## src/rtl/tick_irq_timer.sv

```systemverilog
module tick_irq_timer #(
  parameter int TICK_W  = 14,
  parameter int DATA_W  = 8,
  parameter int L1_LOG  = 6,
  parameter int KBD_LOG = 7,
  parameter int PS_STEP = 2
) (
  input  logic              clk,
  input  logic              rst_n,
  input  logic              tick,
  input  logic              wr_en,
  input  logic              wr_sel,
  input  logic [DATA_W-1:0] wr_data,
  input  logic              rd_sel,
  output logic [DATA_W-1:0] rd_data,
  output logic              irq_l1,
  output logic              irq_l3,
  output logic              irq_l5,
  output logic              kbd_scan
);

  localparam int MASK_BIT = 7;
  localparam int PS_LO    = 4;
  localparam int CNT_EN   = 3;
  localparam int L3_EN    = 2;
  localparam int OSC_EN   = 1;

  logic [DATA_W-1:0] ctrl, reload, pcnt, pnext;
  logic [TICK_W-1:0] tcnt, tnext, pmask;
  logic              step, pinc, masked;
  logic [1:0]        psel;

  assign masked = ctrl[MASK_BIT];
  assign psel   = ctrl[PS_LO+1:PS_LO];
  assign step   = tick & ctrl[OSC_EN];
  assign tnext  = tcnt + 1'b1;

  always_comb begin
    int sh;
    sh    = PS_STEP * int'(psel);
    pmask = TICK_W'((32'd1 << sh) - 32'd1);
  end

  assign pinc    = step & ctrl[CNT_EN] & ((tnext & pmask) == '0);
  assign pnext   = (pcnt == '0) ? reload : pcnt + 1'b1;
  assign rd_data = rd_sel ? pcnt : ctrl;

  always_ff @(posedge clk) begin
    if (!rst_n) begin
      ctrl     <= '0;
      reload   <= '0;
      pcnt     <= '0;
      tcnt     <= '0;
      irq_l1   <= 1'b0;
      irq_l3   <= 1'b0;
      irq_l5   <= 1'b0;
      kbd_scan <= 1'b0;
    end else begin
      if (wr_en && !wr_sel) ctrl   <= wr_data;
      if (wr_en &&  wr_sel) reload <= wr_data;
      if (step) tcnt <= tnext;
      if (pinc) pcnt <= pnext;
      irq_l1   <= step & ~masked & (tnext[L1_LOG-1:0] == '0);
      irq_l3   <= step & ~masked & ctrl[L3_EN] & (tnext == '0);
      kbd_scan <= step & (tnext[KBD_LOG-1:0] == '0);
      irq_l5   <= pinc & ~masked & (pnext == '0);
    end
  end

  p_l1_aligned_r4: assert property (@(posedge clk) disable iff (!rst_n)
    irq_l1 |-> (tcnt[L1_LOG-1:0] == '0 && !$past(ctrl[MASK_BIT])));

  p_l3_enabled_r5: assert property (@(posedge clk) disable iff (!rst_n)
    irq_l3 |-> (tcnt == '0 && $past(ctrl[L3_EN]) && !$past(ctrl[MASK_BIT])));

  p_kbd_aligned_r6: assert property (@(posedge clk) disable iff (!rst_n)
    kbd_scan |-> tcnt[KBD_LOG-1:0] == '0);

  p_l5_at_zero_r9: assert property (@(posedge clk) disable iff (!rst_n)
    irq_l5 |-> (pcnt == '0 && !$past(ctrl[MASK_BIT])));

  p_osc_gate_r3: assert property (@(posedge clk) disable iff (!rst_n)
    !ctrl[OSC_EN] |=> (!irq_l1 && !irq_l3 && !irq_l5 && !kbd_scan && $stable(tcnt) && $stable(pcnt)));

  p_no_tick_hold_r4: assert property (@(posedge clk) disable iff (!rst_n)
    !tick |=> $stable(tcnt));

endmodule

```

## config.mk

```make
export PLATFORM = sky130hd
export DESIGN_NAME = tick_irq_timer
export DESIGN_NICKNAME = d
export VERILOG_FILES = /design/src/rtl/tick_irq_timer.sv
export SDC_FILE = /design/constraint.sdc
export NUM_CORES = 1
export LEC_CHECK = 0
export BUFFER_PORTS_ARGS = -buffer_cell sky130_fd_sc_hd__buf_2
export CAP_MARGIN = 5
export CORE_ASPECT_RATIO = 1.4
export CORE_UTILIZATION = 58
export CTS_CLUSTER_DIAMETER = 100
export DETAILED_ROUTE_END_ITERATION = 12
export PLACE_DENSITY = 0.79
export SYNTH_ARGS = -nofsm -noshare
export SYNTH_HDL_FRONTEND = slang
export SYNTH_SLANG_ARGS = --single-unit
```

## constraint.sdc

```tcl
create_clock -name clk -period 3 [get_ports clk]
set_clock_uncertainty 0.2 [all_clocks]
set_input_delay 0.45 -clock clk [delete_from_list [all_inputs] [get_ports clk]]
set_output_delay 0.45 -clock clk [all_outputs]
set_load 0.01 [all_outputs]
```

Word level (Yosys, flattened, before mapping)
Cells that the tools add are included.

Bits in read-only memories: 0. Register bits: 42. Word-level logic and storage cells: 35. RAM bits: 0. Latch bits: 0. Output and inout bits: 12. Memories kept: 0.

Reductions and logical operators: 9. Bitwise logic cells: 12. Multiplexer cells: 2. Multipliers: 0. $add $sub $neg: 3. Div/mod/pow operators: 0. Equality and inequality tests: 0. Shift-type cells: 1. $lt $le $gt $ge: 0.

Operators by type and width (number): logical NOT 14 bit (2); logical NOT 8 bit (2); 2-to-1 mux 8 bit (2); adder 14 x 1 -> 14 bit (second input constant) (1); bitwise AND 14 bit (1); left shift 1 x 3 -> 14 bit (first input constant) (1); subtractor 14 x 1 -> 14 bit (second input constant) (1); bitwise AND 1 bit (10); adder 8 x 1 -> 8 bit (second input constant) (1); logical NOT 7 bit (1); logical NOT 6 bit (1); logical AND 1 bit (2); logical NOT 1 bit (1); NOT 1 bit (1).

Logic depth before layout (Yosys ltp)
Depth after elaboration: 7. Depth in mapped cells: 9. Gate-level depth less buffers: 8.

Least setup slack after synthesis
No wires, ideal clock.

Kind: register to register. Start point: reg tcnt[0]. End point: reg pcnt[0]. Required time: 2726 ps. Data arrival time: 2139 ps. Slack: 587 ps. Path buffers: 0. Setup time: 74 ps. Stages on the path, launching flop included: 8. Cells stage by stage: dfxtp_1 -> ha_1 -> nand3_2 -> nor4_4 -> xnor2_1 -> a31oi_2 -> or4_1 -> a31oi_1.

Word-level cells in the longest chain between the ends: 4.

Ends and longest elaborated chain: start: declaration (line 29) `logic [TICK_W-1:0] tcnt, tnext, pmask;`; start signal: assignment (line 61) `if (step) tcnt <= tnext;`; adder 14 x 1 -> 14 bit (line 36) `assign tnext = tcnt + 1'b1;`; bitwise AND 14 bit (line 44) `assign pinc = step & ctrl[CNT_EN] & ((tnext & pmask) == '0);`; logical NOT 14 bit (line 44); bitwise AND 1 bit (line 44); end signal: assignment (line 62) `if (pinc) pcnt <= pnext;`; end: declaration (line 28) `logic [DATA_W-1:0] ctrl, reload, pcnt, pnext;`.

No other way between the ends. A chain may end at the register's enable or synchronous reset.

Final worst setup path
Same ends and word-level chain as after synthesis.

==> metrics.csv <==
stage;metric;value;unit
worst_setup_path;critical path class;reg2reg;
clock_tree;hold buffer count at cts;0;
worst_setup_path;reg2reg end;pcnt[0];
worst_setup_path;r2r setup slk;0.36;ns
synthesis;Unique masters post-synth;53;
floorplanning;Cell Rows;27;
cells_and_area;area delta synth->final;8.076;%
floorplanning;die height;78.63;um
placed_design;Cells after DPL;346;
clock_tree;Clk pin slew, worst setup/hold paths;0.08;ns
global_routing;Total GRT Usage;26.67;%
detailed_routing;TritonRoute pass-1 iters;8;
detailed_routing;Initial DRC Count;120;
worst_hold_path;hold depth;3;
detailed_routing;# DRC;2;
cells_and_area;commonest non-fill, non-tap cell in the layout;dfxtp_1;
cells_and_area;most frequent cells in the layout;42 x dfxtp_1, 35 x nand2_1, 35 x nor2_1;
outcome;status;finished, violations left;
synthesis;Post-synth EDFFs;0;
worst_hold_path;Worst Hold End;ctrl[7];
worst_setup_path;CP cell instances;ha_1 -> nand3_2 -> nor4_4 -> xnor2_1 -> a31oi_2 -> or4_1 -> a31oi_1;
worst_hold_path;min-delay worst type;in2reg;
synthesis;mean post-synth cell area;8.387;um^2
synthesis;register area share after synthesis;34.57;%
synthesis;Mapped Nets;309;
pwr;Peak VDD IR;0.0003153;V
sta;Max-slew headroom;67.48;%
detailed_routing;total number of vias;2094;
detailed_routing;Via density;5.915;
synthesis;Synth Flop Type;dfxtp_1;
placed_design;Post-DP HPWL;4061;um
placed_design;Port Buffers;25;
placed_design;RePlAce Congestion;0.9232;
cells_and_area;Nets;329;
job;max_cap viols;0;
floorplanning;Core Region;0.003986;mm^2
detailed_routing;routed wire length;5437;um
sta;Period Utilization, post-route;88.12;%
clock_tree;clock sinks;42;
worst_setup_path;Reg2Reg Launch Point;tcnt[0];
worst_setup_path;CP Launch Type;register;
sta;final number of hold-violating endpoints;0;
synthesis;synthesized instance count;290;
clock_tree;Root Driver;clkbuf_8;
pwr;P per Cell Area;398.2;mW/mm^2
worst_setup_path;R2R cell count;7;
global_routing;vias in the first global route;2069;
cells_and_area;Finished Layout Cells;354;
cells_and_area;FF+latch area;840.8;um^2
sta;Max Slew Vio Count;0;
synthesis;#FFs+latches synth;42;
worst_setup_path;critical path peak fanout;8;
clock_tree;post-cts sizing count;0;
synthesis;FFs w/ async S/R, synth;0;%
cells_and_area;Layout fillers;335;
clock_tree;CTS tree;done;
sta;Final TNS setup;0;ns
detailed_routing;Post-DRT Antenna Nets;0;
worst_hold_path;Hold Startpoint;wr_data[7];
worst_setup_path;CP Data Required Time;3.03;ns
global_routing;total grt overflow;0;
global_routing;largest net degree at the start of global routing;28;
clock_tree;Worst-Skew Late Latency;0.30;ns
global_routing;initial antenna violation count;0;
cells_and_area;Antenna Cells;0;
global_routing;global-route wire length before repair;9328;um
outcome;failing checks;DRC;
clock_tree;CTS Buffer Depth;2;
floorplanning;DIE WIDTH;56.73;um
clock_tree;htree depth;2;
sta;worst slew pin tran;0.4878;ns
clock_tree;Inserted Clock Buffers;5;
cells_and_area;Multi-input gate area;0.001450;mm^2
synthesis;Synth Cell Area;0.002432;mm^2
floorplanning;full die area;0.004460;mm^2
worst_setup_path;type of destination of the critical path;register;
worst_setup_path;CP max stage delay;0.49;ns
sta;f_max;378.3;MHz
sta;RSZ-0062 raised after global routing;false;
sta;Setup violations, final;0;
sta;min Tclk post-route;2.644;ns
floorplanning;Starting Density;61.02;%
worst_setup_path;Critical Path AT;2.67;ns
pwr;Pleak;1.046;nW
cells_and_area;fin util;65.94;%
worst_setup_path;CP max-delay cell;or4_1;
cells_and_area;share of post-route cells with drive strength above 1;19.61;%
detailed_routing;DR WL/cell;15.36;um
floorplanning;I/O Pins;26;
synthesis;yosys warns;0;
clock_tree;setup bufs post-CTS;0;
[cell type report]
cell class,instances,area share (%)
sequential,42,31.98
timing repair buffer,29,5.902
clock buffer,6,3.141
inverter,9,1.285
multi-input combinational,223,55.16
tap,43,2.047
clock inverter,2,0.4760
[stage by stage]
stage | setup slack (ns) | area (um^2) | total power [mW] | hold slack, ns
final | 0.3563 | 2629 | 1.047 | 0.1957
after detailed placement | 0.4119 | 2534 | 0.6758 | 0.2665
after CTS | 0.3665 | 2629 | 1.050 | 0.1967
after global placement | 0.4905 | 2534 | 0.6743 | 0.2606
after floorplan | 0.5872 | 2432 | 0.6464 | 0.2271
after global routing | 0.1604 | 2629 | 1.090 | 0.1965
[cells in the mapped netlist (all sizes together), types with 2 or more instances]
master,n,area (um^2)
nor4,4,46.29
dfxtp,42,840.8
o21ai,10,50.05
nand4,5,37.53
xor2,9,78.83
inv,9,33.78
o31ai,3,36.28
nand2,35,131.4
a21oi,15,75.07
xnor2,14,122.6
or3,3,20.02
nor2,35,131.4
or2,2,15.02
a2111oi,2,23.77
mux2,9,101.4
o211ai,2,15.01
ha,5,62.56
buf,7,72.57
clkbuf,9,35.03
nand2b,3,18.77
a311oi,5,43.79
and3,4,25.02
a31oi,9,62.56
nand3,19,110.1
mux2i,9,90.09
nor3,8,45.04
[critical path: cells and delay by family (launching register included)]
kind,cells,cell delay (ns)
XOR/XNOR,1,0.20
adder cells (fa/ha/maj),1,0.30
AO/OA/AOI/OAI,2,0.32
flip-flops,1,0.47
AND/OR/NAND/NOR,3,1.09
[worst max path at each step]
stage | start | to | slack [ns] | cells after the start
after detailed placement | tcnt[0] | pcnt[0] | 0.41 | 7
final | tcnt[0] | pcnt[0] | 0.36 | 7
after CTS | tcnt[0] | pcnt[0] | 0.37 | 7
after global placement | tcnt[0] | pcnt[0] | 0.49 | 7
after global routing | tcnt[0] | pcnt[6] | 0.16 | 7
after floorplan | tcnt[0] | pcnt[0] | 0.59 | 7
[flip-flops by register name, indices dropped and copies added (netlist names)]
signal,cells
irq_l5,1
irq_l1,1
irq_l3,1
reload,8
tcnt,14
ctrl,8
pcnt,8
kbd_scan,1
[power by group]
group	internal (mW)	total, mW	switching [mW]
Sequential	0.568	0.580	0.0117
Combinational	0.0355	0.0832	0.0478
Clock	0.185	0.384	0.199
Total	0.789	1.05	0.258
[layer usage]
layer / up-vias / part of all wire (%) / global-route usage [%] / wire, um
li1: 1061 / - / - / -
met1: 969 / 42 / 30.32 / 2267
met2: 51 / 52 / 48.45 / 2845
met3: 13 / 3.1 / 3.460 / 171
met4: 0 / 2.8 / 12.68 / 153
met5: - / 0 / 0 / 0
[logic make-up (layout without fill, tap and decap cells)]
kind of cell / count (synthesis) / after routing / share of synthesized area (%)
buffers and inverters: 25 / 46 / 5.813
and+or+nand+nor: 126 / 126 / 26.60
AOI/OAI and AO/OA: 51 / 51 / 14.30
adders and majority gates: 5 / 5 / 2.572
DFF: 42 / 42 / 34.57
xor gates and xnor gates: 23 / 23 / 8.282
muxes: 18 / 18 / 7.871
No activity file was read; power rests on OpenSTA's default activity.
